$ cat config.mk
export PLATFORM = sky130hd
export DESIGN_NAME = bmalu_top
export DESIGN_NICKNAME = d
export VERILOG_FILES = /design/src/rtl/bmalu_pkg.sv /design/src/rtl/bmalu_count.sv /design/src/rtl/bmalu_adder.sv /design/src/rtl/bmalu_shift.sv /design/src/rtl/bmalu_top.sv
export SDC_FILE = /design/constraint.sdc
export NUM_CORES = 1
export LEC_CHECK = 0
export BUFFER_PORTS_ARGS = -buffer_cell sky130_fd_sc_hd__buf_2
export CORE_UTILIZATION = 45
export DETAILED_ROUTE_END_ITERATION = 7
export SYNTH_ARGS = -nofsm -noshare
export SYNTH_HDL_FRONTEND = slang
export SYNTH_SLANG_ARGS = --single-unit
$ cat constraint.sdc
create_clock -name vclk -period 23.4
set_clock_uncertainty 0.05 [all_clocks]
set_input_delay 1.17 -clock vclk [all_inputs]
set_output_delay 1.17 -clock vclk [all_outputs]
set_load 0.02 [all_outputs]
$ cat src/rtl/bmalu_pkg.sv
package bmalu_pkg;
    typedef enum logic [4:0] {
        OP_CLZ    = 5'd0,
        OP_CTZ    = 5'd1,
        OP_CPOP   = 5'd2,
        OP_SEXTB  = 5'd3,
        OP_SEXTH  = 5'd4,
        OP_MIN    = 5'd5,
        OP_MINU   = 5'd6,
        OP_MAX    = 5'd7,
        OP_MAXU   = 5'd8,
        OP_ANDN   = 5'd9,
        OP_ORN    = 5'd10,
        OP_XNOR   = 5'd11,
        OP_SLO    = 5'd12,
        OP_SRO    = 5'd13,
        OP_PACKL  = 5'd14,
        OP_PACKH  = 5'd15,
        OP_PACKB  = 5'd16,
        OP_SHADD1 = 5'd17,
        OP_SHADD2 = 5'd18,
        OP_SHADD3 = 5'd19
    } op_e;
endpackage

$ cat src/rtl/bmalu_count.sv
module bmalu_count #(
    parameter int XLEN = 32,
    localparam int CW = $clog2(XLEN) + 1
) (
    input  logic [XLEN-1:0] val,
    output logic [CW-1:0]   lead_zeros,
    output logic [CW-1:0]   trail_zeros,
    output logic [CW-1:0]   ones
);
    always_comb begin
        logic hit_hi;
        logic hit_lo;
        hit_hi      = 1'b0;
        hit_lo      = 1'b0;
        lead_zeros  = '0;
        trail_zeros = '0;
        ones        = '0;
        for (int i = 0; i < XLEN; i++) begin
            if (!hit_hi && !val[XLEN-1-i]) lead_zeros = lead_zeros + 1'b1;
            else                           hit_hi = 1'b1;
            if (!hit_lo && !val[i])        trail_zeros = trail_zeros + 1'b1;
            else                           hit_lo = 1'b1;
            ones = ones + CW'(val[i]);
        end
    end
endmodule

$ cat src/rtl/bmalu_adder.sv
module bmalu_adder #(
    parameter int XLEN = 32
) (
    input  logic [XLEN-1:0] lhs,
    input  logic [XLEN-1:0] rhs,
    input  logic            invert,
    output logic [XLEN-1:0] rhs_inv,
    output logic [XLEN-1:0] sum,
    output logic            carry
);
    assign rhs_inv = rhs ^ {XLEN{invert}};
    assign {carry, sum} = {1'b0, lhs} + {1'b0, rhs_inv} + (XLEN+1)'(invert);
endmodule

$ cat src/rtl/bmalu_shift.sv
module bmalu_shift #(
    parameter int XLEN = 32,
    localparam int SHW = $clog2(XLEN)
) (
    input  logic [XLEN-1:0] val,
    input  logic [SHW-1:0]  amt,
    output logic [XLEN-1:0] left_ones,
    output logic [XLEN-1:0] right_ones
);
    logic [XLEN-1:0] inv;
    assign inv        = ~val;
    assign left_ones  = ~(inv << amt);
    assign right_ones = ~(inv >> amt);
endmodule

$ cat src/rtl/bmalu_top.sv
module bmalu_top #(
    parameter int XLEN = 32,
    localparam int SHW  = $clog2(XLEN),
    localparam int CW   = SHW + 1,
    localparam int HALF = XLEN / 2
) (
    input  logic [4:0]      op_sel,
    input  logic            use_imm,
    input  logic [SHW-1:0]  imm_val,
    input  logic [XLEN-1:0] src_a,
    input  logic [XLEN-1:0] src_b,
    output logic [XLEN-1:0] result
);
    import bmalu_pkg::*;

    op_e             op;
    logic [CW-1:0]   n_lead, n_trail, n_ones;
    logic [XLEN-1:0] add_lhs, b_inv, add_sum;
    logic            add_carry, sub_mode;
    logic [SHW-1:0]  sh_amt;
    logic [XLEN-1:0] sl_ones, sr_ones;
    logic            lt_signed, lt_unsigned;

    assign op = op_e'(op_sel);

    bmalu_count #(.XLEN(XLEN)) count_i (
        .val(src_a), .lead_zeros(n_lead), .trail_zeros(n_trail), .ones(n_ones)
    );

    // Subtract for compares and inverted-operand logic; plain add otherwise.
    always_comb begin
        sub_mode = 1'b0;
        add_lhs  = src_a;
        unique case (op)
            OP_MIN, OP_MINU, OP_MAX, OP_MAXU,
            OP_ANDN, OP_ORN, OP_XNOR: sub_mode = 1'b1;
            OP_SHADD1: add_lhs = src_a << 1;
            OP_SHADD2: add_lhs = src_a << 2;
            OP_SHADD3: add_lhs = src_a << 3;
            default: ;
        endcase
    end

    bmalu_adder #(.XLEN(XLEN)) adder_i (
        .lhs(add_lhs), .rhs(src_b), .invert(sub_mode),
        .rhs_inv(b_inv), .sum(add_sum), .carry(add_carry)
    );

    assign lt_unsigned = ~add_carry;
    assign lt_signed   = (src_a[XLEN-1] ^ src_b[XLEN-1]) ? src_a[XLEN-1]
                                                         : add_sum[XLEN-1];

    assign sh_amt = use_imm ? imm_val : src_b[SHW-1:0];

    bmalu_shift #(.XLEN(XLEN)) shift_i (
        .val(src_a), .amt(sh_amt), .left_ones(sl_ones), .right_ones(sr_ones)
    );

    always_comb begin
        result = '0;
        unique case (op)
            OP_CLZ:    result = XLEN'(n_lead);
            OP_CTZ:    result = XLEN'(n_trail);
            OP_CPOP:   result = XLEN'(n_ones);
            OP_SEXTB:  result = {{(XLEN-8){src_a[7]}}, src_a[7:0]};
            OP_SEXTH:  result = {{(XLEN-16){src_a[15]}}, src_a[15:0]};
            OP_MIN:    result = lt_signed   ? src_a : src_b;
            OP_MINU:   result = lt_unsigned ? src_a : src_b;
            OP_MAX:    result = lt_signed   ? src_b : src_a;
            OP_MAXU:   result = lt_unsigned ? src_b : src_a;
            OP_ANDN:   result = src_a & b_inv;
            OP_ORN:    result = src_a | b_inv;
            OP_XNOR:   result = src_a ^ b_inv;
            OP_SLO:    result = sl_ones;
            OP_SRO:    result = sr_ones;
            OP_PACKL:  result = {src_b[HALF-1:0], src_a[HALF-1:0]};
            OP_PACKH:  result = {src_b[XLEN-1:HALF], src_a[XLEN-1:HALF]};
            OP_PACKB:  result = {{(XLEN-16){1'b0}}, src_b[7:0], src_a[7:0]};
            OP_SHADD1, OP_SHADD2, OP_SHADD3: result = add_sum;
            default:   result = '0;
        endcase
    end
endmodule

Word level (Yosys, flattened, before mapping)

Cells that the tools add are included.

Flip-flop bits (word level): 0
Logic and storage cells: 416
Input port bits: 75

Muxes and demuxes: 135
Reduce and logical (&&, ||, !) cells: 157
Eq/ne operators: 19
Add/subtract/negate cells: 95
Bitwise gates (word level): 8
Shifts and indexed selects: 2

Operators by type and width:

| kind                                                 | number |
|---|---|
| case mux 32 bit (18 select lines)                    | 1 |
| adder 6 x 1 -> 6 bit (second input constant)         | 62 |
| two-way mux 6 bit                                    | 62 |
| adder 6 x 1 -> 6 bit                                 | 30 |
| two-way mux 32 bit                                   | 4 |
| NOT 32 bit                                           | 3 |
| case mux 32 bit (3 select lines)                     | 1 |
| logical NOT 1 bit                                    | 92 |
| two-way mux 1 bit                                    | 66 |
| XOR 32 bit                                           | 2 |
| logical AND 1 bit                                    | 62 |
| equality test 5 x 4 -> 1 bit (second input constant) | 8 |
| adder 32 x 32 -> 33 bit                              | 1 |
| adder 33 x 1 -> 33 bit                               | 1 |
| AND 32 bit                                           | 1 |
| OR 32 bit                                            | 1 |
| << shifter 32 x 5 -> 32 bit                          | 1 |
| right shift 32 x 5 -> 32 bit                         | 1 |
| equality test 5 x 3 -> 1 bit (second input constant) | 4 |
| equality test 5 bit (second input constant)          | 4 |
| equality test 5 x 2 -> 1 bit (second input constant) | 2 |
| OR reduction 7 bit                                   | 1 |
| equality test 5 x 1 -> 1 bit (second input constant) | 1 |
| logical NOT 5 bit                                    | 1 |
| other kinds (4)                                      | 4 |

Depth between registers and ports, before layout

Depth after elaboration: 94
Depth in mapped cells: 107

Modules after synthesis

Synthesis repeated with hierarchy kept, for this count alone.

Cells, all modules: 3,016
Area total of the unflattened synthesis: 22,192.5 um2

By module, submodules not included:

| module      | sequential area each (um2) | instances | area each (um2) | cells each |
|---|---|---|---|---|
| bmalu_count | 0.0                        | 1         | 10,117.2        | 1,460 |
| bmalu_top   | 0.0                        | 1         | 5,667.9         | 809 |
| bmalu_shift | 0.0                        | 1         | 4,336.7         | 474 |
| bmalu_adder | 0.0                        | 1         | 2,070.7         | 273 |

Least setup slack after synthesis

No wires, ideal clock.

Kind: input to output
Start point: in src_a[0]
End point: out result[5]
Arrival: 20.489 ns
Data required time: 22.180 ns
Stages: 99
Path slack: 1.691 ns
Cell sequence: clkbuf_1 -> inv_1 -> ha_1 -> ha_1 -> o21a_1 -> ha_1 -> mux2_2 -> o21a_1 -> ha_1 -> nand2_1 -> nand2_1 -> ha_1 -> mux2_2 -> nand2_1 -> nand2_1 -> ha_1 -> a21o_1 -> ha_1 -> (+63 left out) -> ha_1 -> a21o_1 -> ha_1 -> mux2_2 -> a21o_1 -> ha_1 -> mux2_2 -> ha_1 -> nor3_1 -> a21oi_1 -> ha_1 -> nor2b_1 -> xnor2_1 -> nor4_1 -> xnor2_1 -> nor4_2 -> xnor3_1 -> o21ai_1

Word-level cells in the longest chain between the ends: 94

Ends and longest elaborated chain:

| what                                                                          | line            | source |
|---|---|---|
| start, declared                                                               | bmalu_top.sv:10 | `input logic [XLEN-1:0] src_a,` |
| parallel branches: the longest is 93 deep, another holds adder 6 x 1 -> 6 bit | n/a             |  |
| case mux 32 bit (18 select lines) *                                           | bmalu_top.sv:61 | `unique case (op)` |
| end, declared                                                                 | bmalu_top.sv:12 | `output logic [XLEN-1:0] result` |

Mark *: on every way between the ends.

Final worst setup path

Start point: in src_a[1]
End point: out result[3]

Word-level cells in the longest chain between the ends: 94

Ends and longest elaborated chain:

| what                                                                          | line |
|---|---|
| parallel branches: the longest is 93 deep, another holds adder 6 x 1 -> 6 bit | n/a |
| case mux 32 bit (18 select lines) *                                           | bmalu_top.sv:61 |

Marked as above.

==> flow_metrics.env <==
export IMPL_grt_overflow=0
export IMPL_worst_setup_path_start_kind="primary input"
export IMPL_min_period_ns=22.57
export IMPL_first_pass_iters=8
export IMPL_avgSynthCellArea_sq_um=6.67
export IMPL_peakVddDrop_mv=0.0628
export IMPL_drt_total_wl_um=83400
export IMPL_dp_slack_ns=0.0941
export IMPL_dp_cells=3191
export IMPL_power_mw=0.607
export IMPL_yosys_warnings=0
export IMPL_drtIter0Drc=2556
export IMPL_holdPathStages=3
export IMPL_grt_util_all_layers_pct=39.1
export IMPL_dieArea_sq_mm=0.0408
export IMPL_die_h_um=202
export IMPL_drc=0
export IMPL_synthXorXnorAreaFrac_pct=12.6
export IMPL_wire_per_inst_um=26.0
export IMPL_ctsHoldBuffers=0
export IMPL_maxSlewViolCount=0
export IMPL_clock_buffers=0
export IMPL_io_pins=107
export IMPL_leakagePower_nw=8.00
export IMPL_worstHoldStart="src_b[18]"
export IMPL_multi_input_area_sq_mm=0.0171
export IMPL_yosysMostFrequentCell="nor2_1"
export IMPL_fin_hold_ws_ns=2.68
export IMPL_arrival_ns=21.35
export IMPL_cp_end_kind="output pin"
export IMPL_crit_path_top_delay_cell="ha_1"
export IMPL_clock_fmax_mhz=44.3
export IMPL_ant_nets=0
export IMPL_ff_latch_area_sq_um=0
export IMPL_ys_top_cells_by_area="ha_1 12%, mux2i_1 7.0%, nor2_1 6.0%"
export IMPL_antenna_found_initial=3
export IMPL_instances_no_fill=3202
export IMPL_fin_area_sq_mm=0.0192
export IMPL_synth_compound_area_share_pct=29.0
export IMPL_worst_slew_pin_slew_ns=1.22
export IMPL_synth_fa_ha_area_share_pct=14.5
export IMPL_fin_nets=2950
export IMPL_yosysUniqueCellTypes=101
export IMPL_relSlewSlack_pct=18.8
export IMPL_finalHoldViolations=0
export IMPL_outcome="finished, final reports clean"
export IMPL_num_vias=22000
export IMPL_yosysSeqAreaShare_pct=0
export IMPL_syn_to_final_growth_pct=6.90
export IMPL_dpl_instance_area_sq_mm=0.0189
export IMPL_worst_slack_ns=0.827
export IMPL_ys_top_cells_by_count="286 x nor2_1, 274 x nand2_1, 191 x a21oi_1"
export IMPL_required_ns=22.18
export IMPL_yosys_area_top_type="ha_1"
export IMPL_seq_cell_count=0
export IMPL_grt_pass1_wl_um=124000
export IMPL_rows=72
export IMPL_setup_viol=0
export IMPL_startpoint="src_a[1]"
export IMPL_hpwl_um=63300
export IMPL_start_util_pct=46.1
export IMPL_drive_gt1_share_pct=11.6
export IMPL_path_max_fanout=8
export IMPL_grt_pass1_vias=20200
export IMPL_cpPeakStageDelay_ns=0.43
export IMPL_cap_violations=0
export IMPL_power_density_mw_per_mm2=31.6
export IMPL_fillers=4114
export IMPL_die_x_um=202
export IMPL_fp_coreArea_sq_mm=0.0390
export IMPL_syn_cell_area_sq_mm=0.0180
export IMPL_fin_crit_sh_pct=96.5
export IMPL_hold_class="primary input to output pin"
export IMPL_grt_max_degree=65
export IMPL_worstHoldEndpoint="result[18]"
export IMPL_synthMuxAreaShare_pct=9.96
export IMPL_vias_per_cell=6.86
export IMPL_critical_path_class="primary input to output pin"
export IMPL_gp_congestion=1.05
export IMPL_synth_top_cell_area_share_pct=11.6
export IMPL_synth_simple_area_share_pct=27.1
export IMPL_io_buffers=107
export IMPL_synth_nets=2963
export IMPL_synth_top_family_by_area="compound AO/OA/AOI/OAI gates"
export IMPL_path_common_cell="ha_1"
export IMPL_postSynthCellCount=2696
metal layers:
layer / vias up / share of wire, % / routed length, um / track usage [%]
met5: - / 0.016 / 13 / 0
met4: 2 / 4.1 / 3420 / 13.1
met3: 213 / 11 / 9450 / 7.00
met2: 1229 / 42 / 35100 / 59.1
met1: 10600 / 43 / 35500 / 55.3
li1: 9895 / - / - / -
power breakdown:
part           switching (mW)  leakage [nW]     total [mW]   internal, mW
sequential                  0             0              0              0
clock                       0     0.0000190  0.00000000920  0.00000000918
combinational           0.381          8.00          0.607          0.227
metrics by stage:
step                      utilization (%)  setup TNS (ns)
after global routing                 49.3          -0.256
final                                49.3               0
after CTS                            48.5               0
after detailed placement             48.5               0
after global placement               48.5               0
after floorplan                         -               0
cells in the final DEF (no fill, tap or decap), types with 29 or more instances in the layout:
cell type,synthesis,final
o21ai_0,176,171
nand3_1,99,99
nor2_1,286,285
xnor2_1,116,114
nand4_1,29,29
o211ai_1,51,51
mux2i_1,126,120
a22oi_1,51,51
a21oi_1,191,186
a21o_1,30,30
xor2_1,85,85
buf_4,2,55
inv_1,127,125
nand2_1,274,274
a221oi_1,37,36
nor2b_1,36,34
nor3_1,94,89
buf_2,4,106
ha_1,167,155
cell families after synthesis:
group | count (synthesis)
and+or+nand+nor | 1014
AOI/OAI and AO/OA | 782
buffers and inverters | 317
xor gates and xnor gates | 225
adders and majority gates | 194
muxes | 164
final cells by class:
cell class	count	area share [%]
tap	518	3.37
multi-input combinational	2379	88.9
timing repair buffer	161	4.91
antenna	3	0.0391
inverter	141	2.75
critical path: cells and delay by family:
kind            cells  cell delay [ns]
xor+xnor            3             0.63
simple gates       20             2.63
mux                15             3.39
buf+inv             7             0.68
compound gates     26             4.43
fa+ha+maj          30             8.42
how the worst max path moves through the flow:
stage / slack, ns / endpoint
floorplan: 1.69 / result[5]
global placement: 0.74 / result[5]
detailed placement: 0.09 / result[5]
CTS: 0.08 / result[5]
global route: -0.13 / result[3]
finish: 0.83 / result[3]
what timing repair did:
| item | in CTS | in global routing |
|---|---|---|
| endpoints found under the setup margin | 1 | 5 |
| setup buffers | 0 | 8 |
| resized for setup | 1 | 41 |
| cloned | 0 | 0 |
| pin swaps | 0 | 14 |
| hold endpoints to repair | 0 | 0 |
No activity file was read; power rests on OpenSTA's default activity.
